===== src/rtl/vid_pkg.sv =====
package vid_pkg;
    typedef enum logic [1:0] {
        PH_OFF  = 2'd0,
        PH_RAMP = 2'd1,
        PH_BOOT = 2'd2,
        PH_RUN  = 2'd3
    } phase_e;
endpackage


===== src/rtl/vid_filter.sv =====
module vid_filter #(
    parameter int W        = 7,
    parameter int FILT_CYC = 20
) (
    input  logic         clk,
    input  logic         rst_n,
    input  logic         en,
    input  logic [W-1:0] vid_in,
    output logic [W-1:0] code,
    output logic         chg
);
    localparam int CW = $clog2(FILT_CYC + 1);

    typedef struct packed {
        logic [W-1:0]  raw;
        logic [W-1:0]  code;
        logic [CW-1:0] cnt;
        logic          chg;
    } flt_t;

    flt_t q, d;

    always_comb begin
        d     = q;
        d.chg = 1'b0;
        if (!en) begin
            d = '0;
        end else if (vid_in != q.raw) begin
            d.raw = vid_in;
            d.cnt = '0;
        end else if (q.cnt != CW'(FILT_CYC - 1)) begin
            d.cnt = q.cnt + 1'b1;
        end else if (q.raw != q.code) begin
            d.code = q.raw;
            d.chg  = 1'b1;
        end
    end

    always_ff @(posedge clk or negedge rst_n) begin
        if (!rst_n) q <= '0;
        else        q <= d;
    end

    assign code = q.code;
    assign chg  = q.chg;


    code_pulse_chk: assert property (@(posedge clk) disable iff (!rst_n)
        (en && $past(en) && q.code != $past(q.code)) |-> q.chg);

    stable_accept_chk: assert property (@(posedge clk) disable iff (!rst_n)
        q.chg |-> ($past(en) && $past(q.raw) == q.code));
endmodule


===== src/rtl/tick_gen.sv =====
module tick_gen #(
    parameter int STEP_CYC = 50,
    parameter int SS_DIV   = 16
) (
    input  logic clk,
    input  logic rst_n,
    input  logic en,
    output logic tick,
    output logic ss_tick
);
    localparam int PW = $clog2(STEP_CYC + 1);
    localparam int SW = $clog2(SS_DIV + 1);

    typedef struct packed {
        logic [PW-1:0] pcnt;
        logic [SW-1:0] scnt;
    } tk_t;

    tk_t q, d;

    always_comb begin
        d       = q;
        tick    = (q.pcnt == PW'(STEP_CYC - 1));
        ss_tick = tick && (q.scnt == SW'(SS_DIV - 1));
        if (!en) begin
            d = '0;
        end else if (tick) begin
            d.pcnt = '0;
            d.scnt = ss_tick ? '0 : q.scnt + 1'b1;
        end else begin
            d.pcnt = q.pcnt + 1'b1;
        end
    end

    always_ff @(posedge clk or negedge rst_n) begin
        if (!rst_n) q <= '0;
        else        q <= d;
    end


    prescale_range_chk: assert property (@(posedge clk) disable iff (!rst_n)
        q.pcnt < PW'(STEP_CYC) && q.scnt < SW'(SS_DIV));
endmodule


===== src/rtl/hold_timer.sv =====
module hold_timer #(
    parameter int TICKS = 100
) (
    input  logic clk,
    input  logic rst_n,
    input  logic en,
    input  logic load,
    input  logic tick,
    output logic busy
);
    localparam int TW = $clog2(TICKS + 1);

    logic [TW-1:0] cnt_d, cnt_q;

    always_comb begin
        cnt_d = cnt_q;
        if (!en)                         cnt_d = '0;
        else if (load)                   cnt_d = TW'(TICKS);
        else if (tick && cnt_q != '0)    cnt_d = cnt_q - 1'b1;
    end

    always_ff @(posedge clk or negedge rst_n) begin
        if (!rst_n) cnt_q <= '0;
        else        cnt_q <= cnt_d;
    end

    assign busy = (cnt_q != '0);


    load_busy_chk: assert property (@(posedge clk) disable iff (!rst_n)
        (en && load) |=> busy);
endmodule


===== src/rtl/vid_slew_seq.sv =====
module vid_slew_seq
    import vid_pkg::*;
#(
    parameter int VID_W      = 7,
    parameter int FILT_CYC   = 20,
    parameter int STEP_CYC   = 50,
    parameter int SS_DIV     = 16,
    parameter int BOOT_TICKS = 70,
    parameter int PWM_TICKS  = 100,
    parameter int BOOT_LVL   = 88
) (
    input  logic             clk,
    input  logic             rst_n,
    input  logic             en,
    input  logic [VID_W-1:0] vid_in,
    output logic [VID_W:0]   ref_lvl,
    output logic             at_target,
    output logic             vid_chg,
    output logic             pwm_mode
);
    localparam int LVL_W  = VID_W + 1;
    localparam int NCODE  = 1 << VID_W;
    localparam int OFF_LO = NCODE - 3;
    localparam int BW     = $clog2(BOOT_TICKS + 1);

    typedef struct packed {
        phase_e         phase;
        logic [LVL_W-1:0] lvl;
        logic [BW-1:0]  bcnt;
    } seq_t;

    seq_t q, d;

    logic [VID_W-1:0] code;
    logic             tick, ss_tick, hold_busy;
    logic [LVL_W-1:0] tgt;

    vid_filter #(.W(VID_W), .FILT_CYC(FILT_CYC)) u_filt (
        .clk(clk), .rst_n(rst_n), .en(en), .vid_in(vid_in),
        .code(code), .chg(vid_chg)
    );

    tick_gen #(.STEP_CYC(STEP_CYC), .SS_DIV(SS_DIV)) u_tick (
        .clk(clk), .rst_n(rst_n), .en(en), .tick(tick), .ss_tick(ss_tick)
    );

    hold_timer #(.TICKS(PWM_TICKS)) u_hold (
        .clk(clk), .rst_n(rst_n), .en(en), .load(vid_chg), .tick(tick),
        .busy(hold_busy)
    );

    function automatic logic [LVL_W-1:0] to_lvl(input logic [VID_W-1:0] c);
        if (c == '0 || int'(c) > OFF_LO) return '0;
        return LVL_W'(NCODE + 1) - LVL_W'(c);
    endfunction

    function automatic logic [LVL_W-1:0] toward(input logic [LVL_W-1:0] cur,
                                                input logic [LVL_W-1:0] goal);
        if (cur < goal) return cur + 1'b1;
        if (cur > goal) return cur - 1'b1;
        return cur;
    endfunction

    assign tgt = to_lvl(code);

    always_comb begin
        d = q;
        if (!en) begin
            d = '0;
        end else begin
            unique case (q.phase)
                PH_OFF: d.phase = PH_RAMP;
                PH_RAMP: if (ss_tick) begin
                    d.lvl = q.lvl + 1'b1;
                    if (d.lvl == LVL_W'(BOOT_LVL)) begin
                        d.phase = PH_BOOT;
                        d.bcnt  = '0;
                    end
                end
                PH_BOOT: if (tick) begin
                    if (q.bcnt == BW'(BOOT_TICKS - 1)) begin
                        d.phase = PH_RUN;
                        d.lvl   = toward(q.lvl, tgt);
                    end else begin
                        d.bcnt = q.bcnt + 1'b1;
                    end
                end
                PH_RUN: if (tick) d.lvl = toward(q.lvl, tgt);
                default: d = '0;
            endcase
        end
    end

    always_ff @(posedge clk or negedge rst_n) begin
        if (!rst_n) q <= '0;
        else        q <= d;
    end

    assign ref_lvl   = q.lvl;
    assign at_target = (q.phase == PH_RUN) && (q.lvl == tgt);
    assign pwm_mode  = (q.phase == PH_RAMP) || (q.phase == PH_BOOT) || hold_busy;


    unit_step_chk: assert property (@(posedge clk) disable iff (!rst_n)
        (en && $past(en)) |-> (q.lvl == $past(q.lvl) ||
                               q.lvl == $past(q.lvl) + 1'b1 ||
                               q.lvl + 1'b1 == $past(q.lvl)));

    step_on_tick_chk: assert property (@(posedge clk) disable iff (!rst_n)
        (en && $past(en) && q.lvl != $past(q.lvl)) |-> $past(tick));

    level_range_chk: assert property (@(posedge clk) disable iff (!rst_n)
        q.lvl <= LVL_W'(NCODE));

    shutdown_clear_chk: assert property (@(posedge clk) disable iff (!rst_n)
        !en |=> (q.lvl == '0 && !at_target));
endmodule


===== config.mk =====
export PLATFORM = sky130hd
export DESIGN_NAME = vid_slew_seq
export DESIGN_NICKNAME = d
export VERILOG_FILES = /design/src/rtl/vid_pkg.sv /design/src/rtl/vid_filter.sv /design/src/rtl/tick_gen.sv /design/src/rtl/hold_timer.sv /design/src/rtl/vid_slew_seq.sv
export SDC_FILE = /design/constraint.sdc
export NUM_CORES = 1
export LEC_CHECK = 0
export BUFFER_PORTS_ARGS = -buffer_cell sky130_fd_sc_hd__buf_2
export CAP_MARGIN = 20
export CELL_PAD_IN_SITES_DETAIL_PLACEMENT = 2
export CELL_PAD_IN_SITES_GLOBAL_PLACEMENT = 2
export CORE_MARGIN = 2
export CORE_UTILIZATION = 37
export CTS_CLUSTER_DIAMETER = 30
export CTS_CLUSTER_SIZE = 25
export DETAILED_ROUTE_END_ITERATION = 7
export GPL_TIMING_DRIVEN = 1
export HOLD_SLACK_MARGIN = 0.02
export PLACE_DENSITY = 0.86
export SYNTH_ARGS = -nofsm -noshare
export SYNTH_HDL_FRONTEND = slang
export SYNTH_SLANG_ARGS = --single-unit
export TNS_END_PERCENT = 5

===== constraint.sdc =====
create_clock -name clk -period 4.93 [get_ports clk]
set_clock_uncertainty 0.05 [all_clocks]
set_input_delay 0.493 -clock clk [delete_from_list [all_inputs] [get_ports clk]]
set_output_delay 0.493 -clock clk [all_outputs]
set_load 0.05 [all_outputs]

==> Implementation_results.wiki, run 1 <==
{| class="wikitable"
! Metric !! Value
|-
| Post-route ant nets || 0
|-
| Commonest cells after routing, fill and taps aside || sky130_fd_sc_hd__dfrtp_1 (55), sky130_fd_sc_hd__nor2_1 (33), sky130_fd_sc_hd__nand2_1 (30), sky130_fd_sc_hd__ha_1 (25)
|-
| Worst hold margin || about 0.25 ns
|-
| Share of final-layout standard cells stronger than drive strength 1 || 0.117
|-
| Net count, final || about 420
|-
| Drt via density || 5.50
|-
| Slew @ Worst Pin || around 0.73 ns
|-
| Vias after detailed routing || about 2800
|-
| Worst-case setup slack after placement || roughly 1.4 ns
|-
| Synthesized instance count || 379
|-
| Synthesis-to-finish area growth || 7.83%
|-
| Final wirelength || 9.11 mm
|-
| Top Usage Layer GRT || met2
|-
| Number of flops mapped to enable cells by yosys || 0
|-
| Library cell used as clock root buffer || sky130_fd_sc_hd__clkbuf_8
|-
| Startpoint kind of the worst setup timing path || flip-flop
|-
| Met1 usage in global routing || 0.220
|-
| Count of buffers from port buffering || 20
|-
| Avg WL per Cell || 17.7 µm
|-
| Total power after layout || 1.25 mW
|-
| Sequential area share after synthesis || 0.385
|-
| Initial core utilization || 0.384
|-
| TNS Setup || 0 ns
|-
| Detailed placement HPWL || 6.79 mm
|-
| Kind of capture point of the worst setup path || flip-flop
|-
| Synth async-reset ratio || 1.00
|-
| Number of hold buffers added after CTS || 0
|-
| Max Root-Sink Buffers || 2
|-
| Die Area || 10500 µm²
|-
| Count of cells resized by post-cts repair || 0
|-
| Most frequent standard cell in the layout excluding fill and tap cells || sky130_fd_sc_hd__dfrtp_1
|-
| Number of rows in the core area || 35
|-
| Core box area || between 9000 and 10000 µm²
|-
| Pre-antenna DRT Iters || 5
|-
| Arrival time at the worst endpoint || approximately 3.7 ns
|-
| Die span in y || 102 µm
|-
| Wire length of the first global-routing pass || 15.4 mm
|-
| TritonCTS clock tree || yes
|-
| Pin count of the biggest net entering global routing || 56
|-
| Average cell area after synthesis || 9.44 µm²
|-
| Total of flip-flops plus latches after synthesis || 55
|-
| Horizontal extent of the die || approximately 100 µm
|-
| Number of buffers inserted by post-CTS setup repair || 0
|-
| Count of yosys warnings during synthesis || 0
|-
| Met2 layer usage reported by global route || 0.360
|-
| Overflow after GRT || 0
|-
| Top flip-flop cell by instance count after synthesis || sky130_fd_sc_hd__dfrtp_1
|-
| Final hold violations || 0
|-
| HP Class || in -> async
|-
| CTS H-tree lvls || 2
|-
| Clk Latency, worst-skew pair || 0.31 ns
|-
| Inserted Clock Buffers || 5
|-
| Minimum clock period after layout || between 3 and 4 ns
|-
| Leakage power of the design || roughly 1.7 nW
|-
| Class of the most critical setup path || reg -> reg
|-
| Post-synthesis cell type count || 60
|-
| Run status || completed
|-
| Peak supply drop || 0.000133 V
|-
| Max capacitance violation total || 0
|-
| Total nets after synthesis || 414
|-
| Cell Area, Synth || 3580 µm²
|-
| Met3 GRT Util || 0.0246
|-
| Total GRT Usage || 0.188
|-
| Final setup violation count || 0
|-
| Weighted congestion at the end of routability-driven global placement || 0.800
|-
| Iteration-0 DRC Markers || 64
|-
| Sinks on Clock Net || 55
|-
| Number of antenna repair diodes || 0
|-
| Maximum clock frequency || 283 MHz
|-
| Pins Over Slew Limit || 0
|-
| Setup repair after global routing missed its margin || no
|-
| Minimum setup slack in the final design || approximately 1.4 ns
|-
| Clk slew on worst S/H paths || approximately 0.1 ns
|-
| Remaining routing DRC violations || 0
|-
| Power per cell area || 325 nW/µm²
|-
| Top-Level Pins || 21
|-
| Initial antenna violation count || 0
|-
| Final clock period utilization by the worst path || 0.717
|-
| Max FO, Critical Path || 9
|-
| Number of global-route vias before repair || 3119
|-
| Number of fill cells || 1035
|-
| Slew Limit Headroom || 0.516
|-
| Critical path required time || roughly 5 ns
|}
metal layers:
metal / part of all wire / vias to the layer above
met5: 0 / -
met4: 0.013 / 0
met3: 0.015 / 9
met2: 0.54 / 25
met1: 0.44 / 1449
li1: - / 1346
registers in the layout, indices dropped and copies added (netlist names):
signal	count
u_tick.q	11
ref_lvl	8
u_filt.code	7
u_hold.cnt_q	7
u_filt.q	12
u_filt.chg	1
q	9
Yosys cell counts, types with 3 or more instances:
master / number / share of area
sky130_fd_sc_hd__dfrtp_1: 55 / 0.38
sky130_fd_sc_hd__buf_2: 3 / 0.0042
sky130_fd_sc_hd__o2bb2ai_1: 3 / 0.0073
sky130_fd_sc_hd__nand2_1: 30 / 0.031
sky130_fd_sc_hd__nor2_1: 33 / 0.035
sky130_fd_sc_hd__or4_1: 3 / 0.0063
sky130_fd_sc_hd__nand3_1: 18 / 0.025
sky130_fd_sc_hd__xnor2_1: 20 / 0.049
sky130_fd_sc_hd__nor3_1: 7 / 0.0098
sky130_fd_sc_hd__ha_1: 25 / 0.087
sky130_fd_sc_hd__o21ai_0: 9 / 0.013
sky130_fd_sc_hd__o31ai_1: 3 / 0.0063
sky130_fd_sc_hd__a22o_1: 8 / 0.020
sky130_fd_sc_hd__nand2b_1: 8 / 0.014
sky130_fd_sc_hd__o211ai_1: 4 / 0.0084
sky130_fd_sc_hd__o21a_1: 4 / 0.0084
sky130_fd_sc_hd__nor2b_1: 4 / 0.0070
sky130_fd_sc_hd__clkbuf_1: 11 / 0.012
sky130_fd_sc_hd__xor2_1: 15 / 0.037
sky130_fd_sc_hd__nand4_1: 5 / 0.0087
sky130_fd_sc_hd__and2_1: 11 / 0.019
sky130_fd_sc_hd__and3_1: 3 / 0.0052
sky130_fd_sc_hd__buf_4: 8 / 0.017
sky130_fd_sc_hd__nor4_1: 5 / 0.0087
sky130_fd_sc_hd__mux2i_1: 6 / 0.017
sky130_fd_sc_hd__or3_1: 4 / 0.0070
sky130_fd_sc_hd__or2_2: 4 / 0.0070
sky130_fd_sc_hd__inv_1: 15 / 0.016
sky130_fd_sc_hd__a21oi_1: 17 / 0.024
per-stage QoR:
stage | area [µm²] | utilization | std cells
5_1_grt | 3860 | 0.414 | 514
4_1_cts | 3860 | 0.414 | 514
6_report | 3860 | 0.414 | 514
2_1_floorplan | 3580 | - | 379
3_5_place_dp | 3730 | 0.399 | 506
3_3_place_gp | 3730 | 0.399 | 506
worst max-delay path, cell delays in order (launching register included):
cell and delay, ns:
sky130_fd_sc_hd__dfrtp_1 0.47, sky130_fd_sc_hd__or3_1 0.42, sky130_fd_sc_hd__nor2_1 0.15, sky130_fd_sc_hd__a32oi_1 0.14, sky130_fd_sc_hd__o22a_1 0.27, sky130_fd_sc_hd__nand2_1 0.09
sky130_fd_sc_hd__ha_1 0.25, sky130_fd_sc_hd__and4_1 0.23, sky130_fd_sc_hd__nor3_1 0.23, sky130_fd_sc_hd__a21boi_1 0.55, sky130_fd_sc_hd__o211ai_1 0.19, sky130_fd_sc_hd__a21oi_1 0.23
sky130_fd_sc_hd__mux2i_1 0.21
where the power goes:
group / leakage [nW] / switching (mW) / internal (mW)
registers: 0.755 / 0.0398 / 0.470
clock network: 0.0654 / 0.155 / 0.203
logic: 0.885 / 0.252 / 0.132
cell families (layout without fill, tap and decap cells):
family / count (synthesis) / count (layout) / synth area share
simple gates: 150 / 150 / 0.227
compound gates: 68 / 68 / 0.142
flops: 55 / 55 / 0.385
buf+inv: 38 / 44 / 0.0496
xor+xnor: 35 / 35 / 0.0857
fa+ha+maj: 25 / 25 / 0.0874
mux: 8 / 8 / 0.0231
layout make-up:
cell class                 count  area (µm²)  area share
inverter                      15        56.3      0.0146
multi-input combinational    286        2020       0.525
sequential                    55        1380       0.357
clock buffer                   6        72.6      0.0188
timing repair buffer          21         108      0.0279
tap                          129         161      0.0418
clock inverter                 2        60.1      0.0156
final timing paths:
kind | from | to | slack, ns | depth (start not counted)
worst max-delay path | u_filt.code[3]$_DFFE_PN0P_ | ref_lvl[6]$_DFFE_PN0P_ | 1.39 | 12
worst min-delay path | rst_n | u_filt.code[2]$_DFFE_PN0P_ | 0.25 | 2
worst max register to register | u_filt.code[3]$_DFFE_PN0P_ | ref_lvl[6]$_DFFE_PN0P_ | 1.39 | 12
worst min register to register | u_tick.q[5]$_DFF_PN0_ | u_tick.q[5]$_DFF_PN0_ | 0.46 | 1
max in group asynchronous | rst_n | q[2]$_DFFE_PN0P_ | 4.10 | 2
min in group clk | vid_in[0] | u_filt.q[13]$_DFFE_PN0P_ | 0.36 | 2
Note: power is estimated with default switching activity, not from simulation.
==> run 2, diff against run 1 <==
--- a/config.mk
+++ b/config.mk
@@ -10,13 +10,13 @@
 export CELL_PAD_IN_SITES_DETAIL_PLACEMENT = 2
 export CELL_PAD_IN_SITES_GLOBAL_PLACEMENT = 2
 export CORE_MARGIN = 2
-export CORE_UTILIZATION = 37
+export CORE_UTILIZATION = 35
 export CTS_CLUSTER_DIAMETER = 30
 export CTS_CLUSTER_SIZE = 25
 export DETAILED_ROUTE_END_ITERATION = 7
 export GPL_TIMING_DRIVEN = 1
 export HOLD_SLACK_MARGIN = 0.02
-export PLACE_DENSITY = 0.86
+export PLACE_DENSITY = 0.85
 export SYNTH_ARGS = -nofsm -noshare
 export SYNTH_HDL_FRONTEND = slang
 export SYNTH_SLANG_ARGS = --single-unit
==> constraint.sdc (replaced) <==
create_clock -name clk -period 3 [get_ports clk]
set_clock_uncertainty 0.05 [all_clocks]
set_input_delay 0.3 -clock clk [delete_from_list [all_inputs] [get_ports clk]]
set_output_delay 0.3 -clock clk [all_outputs]
set_load 0.05 [all_outputs]
==> run 2 against run 1 <==
  * The flow now finishes with violations (negative setup slack)
  * First-iteration DRC count up 33%
  * Largest cell class unchanged
  * Hold slack worse by 0.19 ns
  * Combinational power up 110%
  * Die area up 5.5%
  * Routed wire length up 21%
==> Implementation_results.wiki, run 2 (synthesis results as in run 1) <==
{| class="wikitable"
! Metric !! Value
|-
| Sw Pwr || 861 µW (+93%)
|-
| Clk Latency, worst-skew pair || 0.33 ns (+0.02 ns)
|-
| Core box area || 9860 µm² (+5.8%)
|-
| Iteration-0 DRC Markers || 85 (+33%)
|-
| Pins Over Slew Limit || 0 (unchanged)
|-
| Setup repair after global routing missed its margin || yes
|-
| Worst-case setup slack after placement || -0.239 ns (-1.62 ns)
|-
| Most frequent standard cell in the layout excluding fill and tap cells || sky130_fd_sc_hd__dfrtp_1
|-
| Total power after layout || 2.14 mW (+71%)
|-
| Minimum clock period after layout || 3.30 ns (-0.237 ns)
|-
| Arrival time at the worst endpoint || 3.50 ns (-0.23 ns)
|-
| Library cell used as clock root buffer || sky130_fd_sc_hd__clkbuf_8
|-
| Switch share || 0.402 (+0.0454)
|-
| HP Class || in -> async
|-
| Share of final-layout standard cells stronger than drive strength 1 || 0.218 (+0.101)
|-
| Final standard cell utilization of the core || 0.420 (+0.00628)
|-
| Logic gate share of total power || 0.382 (+0.075)
|-
| FF-to-FF Start || u_filt.code[1]$_DFFE_PN0P_
|-
| Number of fill cells || 1039 (+0.39%)
|-
| Number of antenna repair diodes || 0 (unchanged)
|-
| Flip-flop count of the largest register, all copies and words added || 12 (unchanged)
|-
| Detailed placement HPWL || 7.60 mm (+12%)
|-
| Die span in y || 105 µm (+2.7%)
|-
| Maximum clock frequency || 303 MHz (+7.2%)
|-
| Die Area || 11000 µm² (+5.5%)
|-
| Final clock period utilization by the worst path || 1.10 (+0.382)
|-
| Register with the most flip-flops || u_filt.q
|-
| Final hold violations || 0 (unchanged)
|-
| Leakage power of the design || 1.84 nW (+8.0%)
|-
| TNS Setup || -2.05 ns (-2.05 ns)
|-
| Number of global-route vias before repair || 3453 (+11%)
|-
| Inserted Clock Buffers || 5 (unchanged)
|-
| Number of cells on the worst reg-to-reg path || 12 (unchanged)
|-
| Top-Level Pins || 21 (unchanged)
|-
| Horizontal extent of the die || 105 µm (+2.7%)
|-
| Avg WL per Cell || 20.3 µm (+15%)
|-
| Max Root-Sink Buffers || 2 (unchanged)
|-
| Critical path required time || 3.21 ns (-1.91 ns)
|-
| Pin count of the biggest net entering global routing || 41 (-27%)
|-
| Slew Limit Headroom || 0.352 (-0.164)
|-
| Max capacitance violation total || 0 (unchanged)
|-
| Drt via density || 5.52 (+0.38%)
|-
| Wire length of the first global-routing pass || 17.6 mm (+14%)
|-
| Clock share of power || 0.224 (-0.062)
|-
| Clk slew on worst S/H paths || 0.11 ns (about the same)
|-
| Terminus of the critical flop-to-flop path || ref_lvl[6]$_DFFE_PN0P_
|-
| CTS H-tree lvls || 2 (unchanged)
|-
| Initial antenna violation count || 0 (unchanged)
|-
| Number of rows in the core area || 36 (+2.9%)
|-
| Kind of capture point of the worst setup path || flip-flop
|-
| Pre-antenna DRT Iters || 4 (-1)
|-
| Weighted congestion at the end of routability-driven global placement || 0.816 (+2.1%)
|-
| Run status || complete, but fails checks
|-
| Peak supply drop || 0.000177 V (+33%)
|-
| Count of buffers from port buffering || 20 (unchanged)
|-
| Synthesis-to-finish area growth || 15.8%
|-
| Post-route ant nets || 0 (unchanged)
|-
| Violated checks || negative setup slack
|-
| Sinks on Clock Net || 55 (unchanged)
|-
| Overflow after GRT || 0 (unchanged)
|-
| Max FO, Critical Path || 5 (-4)
|-
| Top Registers || u_filt.q (12), u_tick.q (11), q (9)
|-
| Internal power consumption || 1.28 mW (+59%)
|-
| Relative contribution of sequential cells to total power || 0.393 (-0.014)
|-
| Power per cell area || 517 nW/µm² (+59%)
|-
| Minimum setup slack in the final design || -0.298 ns (-1.69 ns)
|-
| Initial core utilization || 0.363 (-0.0209)
|-
| Vias after detailed routing || 2989 (+5.7%)
|-
| Slew @ Worst Pin || 0.972 ns (+0.246 ns)
|-
| Commonest cells after routing, fill and taps aside || sky130_fd_sc_hd__dfrtp_1 (54), sky130_fd_sc_hd__nor2_1 (32), sky130_fd_sc_hd__nand2_1 (29), sky130_fd_sc_hd__buf_4 (24), sky130_fd_sc_hd__ha_1 (23)
|-
| Final wirelength || 11.0 mm (+21%)
|-
| TritonCTS clock tree || yes
|-
| Class of the most critical setup path || reg -> reg
|-
| Reg-to-reg setup timing slack || -0.30 ns (-1.69 ns)
|-
| Remaining routing DRC violations || 0 (unchanged)
|-
| Net count, final || 442 (+5.5%)
|-
| Final setup violation count || 9 (+9)
|-
| Total GRT Usage || 0.198 (+0.0103)
|-
| Worst hold margin || 0.0587 ns (-0.195 ns)
|-
| Startpoint kind of the worst setup timing path || flip-flop
|}
[run 2: cell count changes in the layout (fill, tap and decap cells not counted), sizes merged]
cell / previous run / this run
buf: 21 / 44
bufinv: 2 / 0
clkinv: 0 / 1
inv: 15 / 16
[run 2: worst max-delay path by stage]
stage	from	to	slack [ns]	cells past startpoint
6_report	u_filt.code[1]$_DFFE_PN0P_	ref_lvl[6]$_DFFE_PN0P_	-0.30	12
4_1_cts	u_filt.code[3]$_DFFE_PN0P_	ref_lvl[3]$_DFFE_PN0P_	-0.19	13
5_1_grt	u_filt.code[1]$_DFFE_PN0P_	ref_lvl[6]$_DFFE_PN0P_	-0.45	12
3_3_place_gp	u_filt.code[3]$_DFFE_PN0P_	ref_lvl[6]$_DFFE_PN0P_	-0.07	12
3_5_place_dp	u_filt.code[3]$_DFFE_PN0P_	ref_lvl[7]$_DFFE_PN0P_	-0.24	12
2_1_floorplan	u_filt.code[3]$_DFFE_PN0P_	ref_lvl[7]$_DFFE_PN0P_	-0.1	13
[run 2: per-layer routing]
metal	global-route usage	vias up	routed length [µm]
met5	0	-	0
met4	0.0590	0	187
met3	0.0299	17	180
met2	0.376	31	6060
met1	0.228	1547	4550
li1	-	1394	-
[run 2: cell type report]
class | count | area (µm²) | share of cell area
timing repair buffer | 44 | 287 | 0.0692
clock inverter | 2 | 20.0 | 0.00483
clock buffer | 6 | 82.6 | 0.0199
multi-input combinational | 286 | 2150 | 0.520
sequential | 55 | 1380 | 0.333
inverter | 15 | 56.3 | 0.0136
tap | 133 | 166 | 0.0402
[run 2: critical path, stage by stage (launching register included)]
cell	delay (ns)
sky130_fd_sc_hd__dfrtp_1	0.46
sky130_fd_sc_hd__inv_1	0.12
sky130_fd_sc_hd__ha_1	0.21
sky130_fd_sc_hd__a21oi_1	0.17
sky130_fd_sc_hd__o22a_2	0.23
sky130_fd_sc_hd__nand3_1	0.17
sky130_fd_sc_hd__ha_4	0.33
sky130_fd_sc_hd__nand4_1	0.22
sky130_fd_sc_hd__nand2b_4	0.25
sky130_fd_sc_hd__o211a_1	0.18
sky130_fd_sc_hd__or4_1	0.44
sky130_fd_sc_hd__a21oi_2	0.18
sky130_fd_sc_hd__mux2i_1	0.21
[run 2: through the flow]
step                instance area [µm²]  cells
floorplan                          3580    379
global placement                   3880    529
detailed placement                 3880    529
CTS                                4010    538
global route                       4140    541
finish                             4140    541
[run 2: power groups by stage]
| stage | Clock, mW | Combinational (mW) | Sequential [mW] |
|---|---|---|---|
| finish | 0.480 | 0.818 | 0.842 |
| global route | 0.522 | 0.886 | 0.847 |
| CTS | 0.492 | 0.705 | 0.837 |
| detailed placement | 0 | 0.665 | 0.852 |
| global placement | 0 | 0.624 | 0.850 |
| floorplan | 0 | 0.500 | 0.821 |
[run 2: repair_timing]
item,4_1_cts,5_1_grt
gates resized for setup,6,22
setup endpoints to repair,9,9
buffers inserted,1,3
pin swaps,2,16
hold buffers,0,0
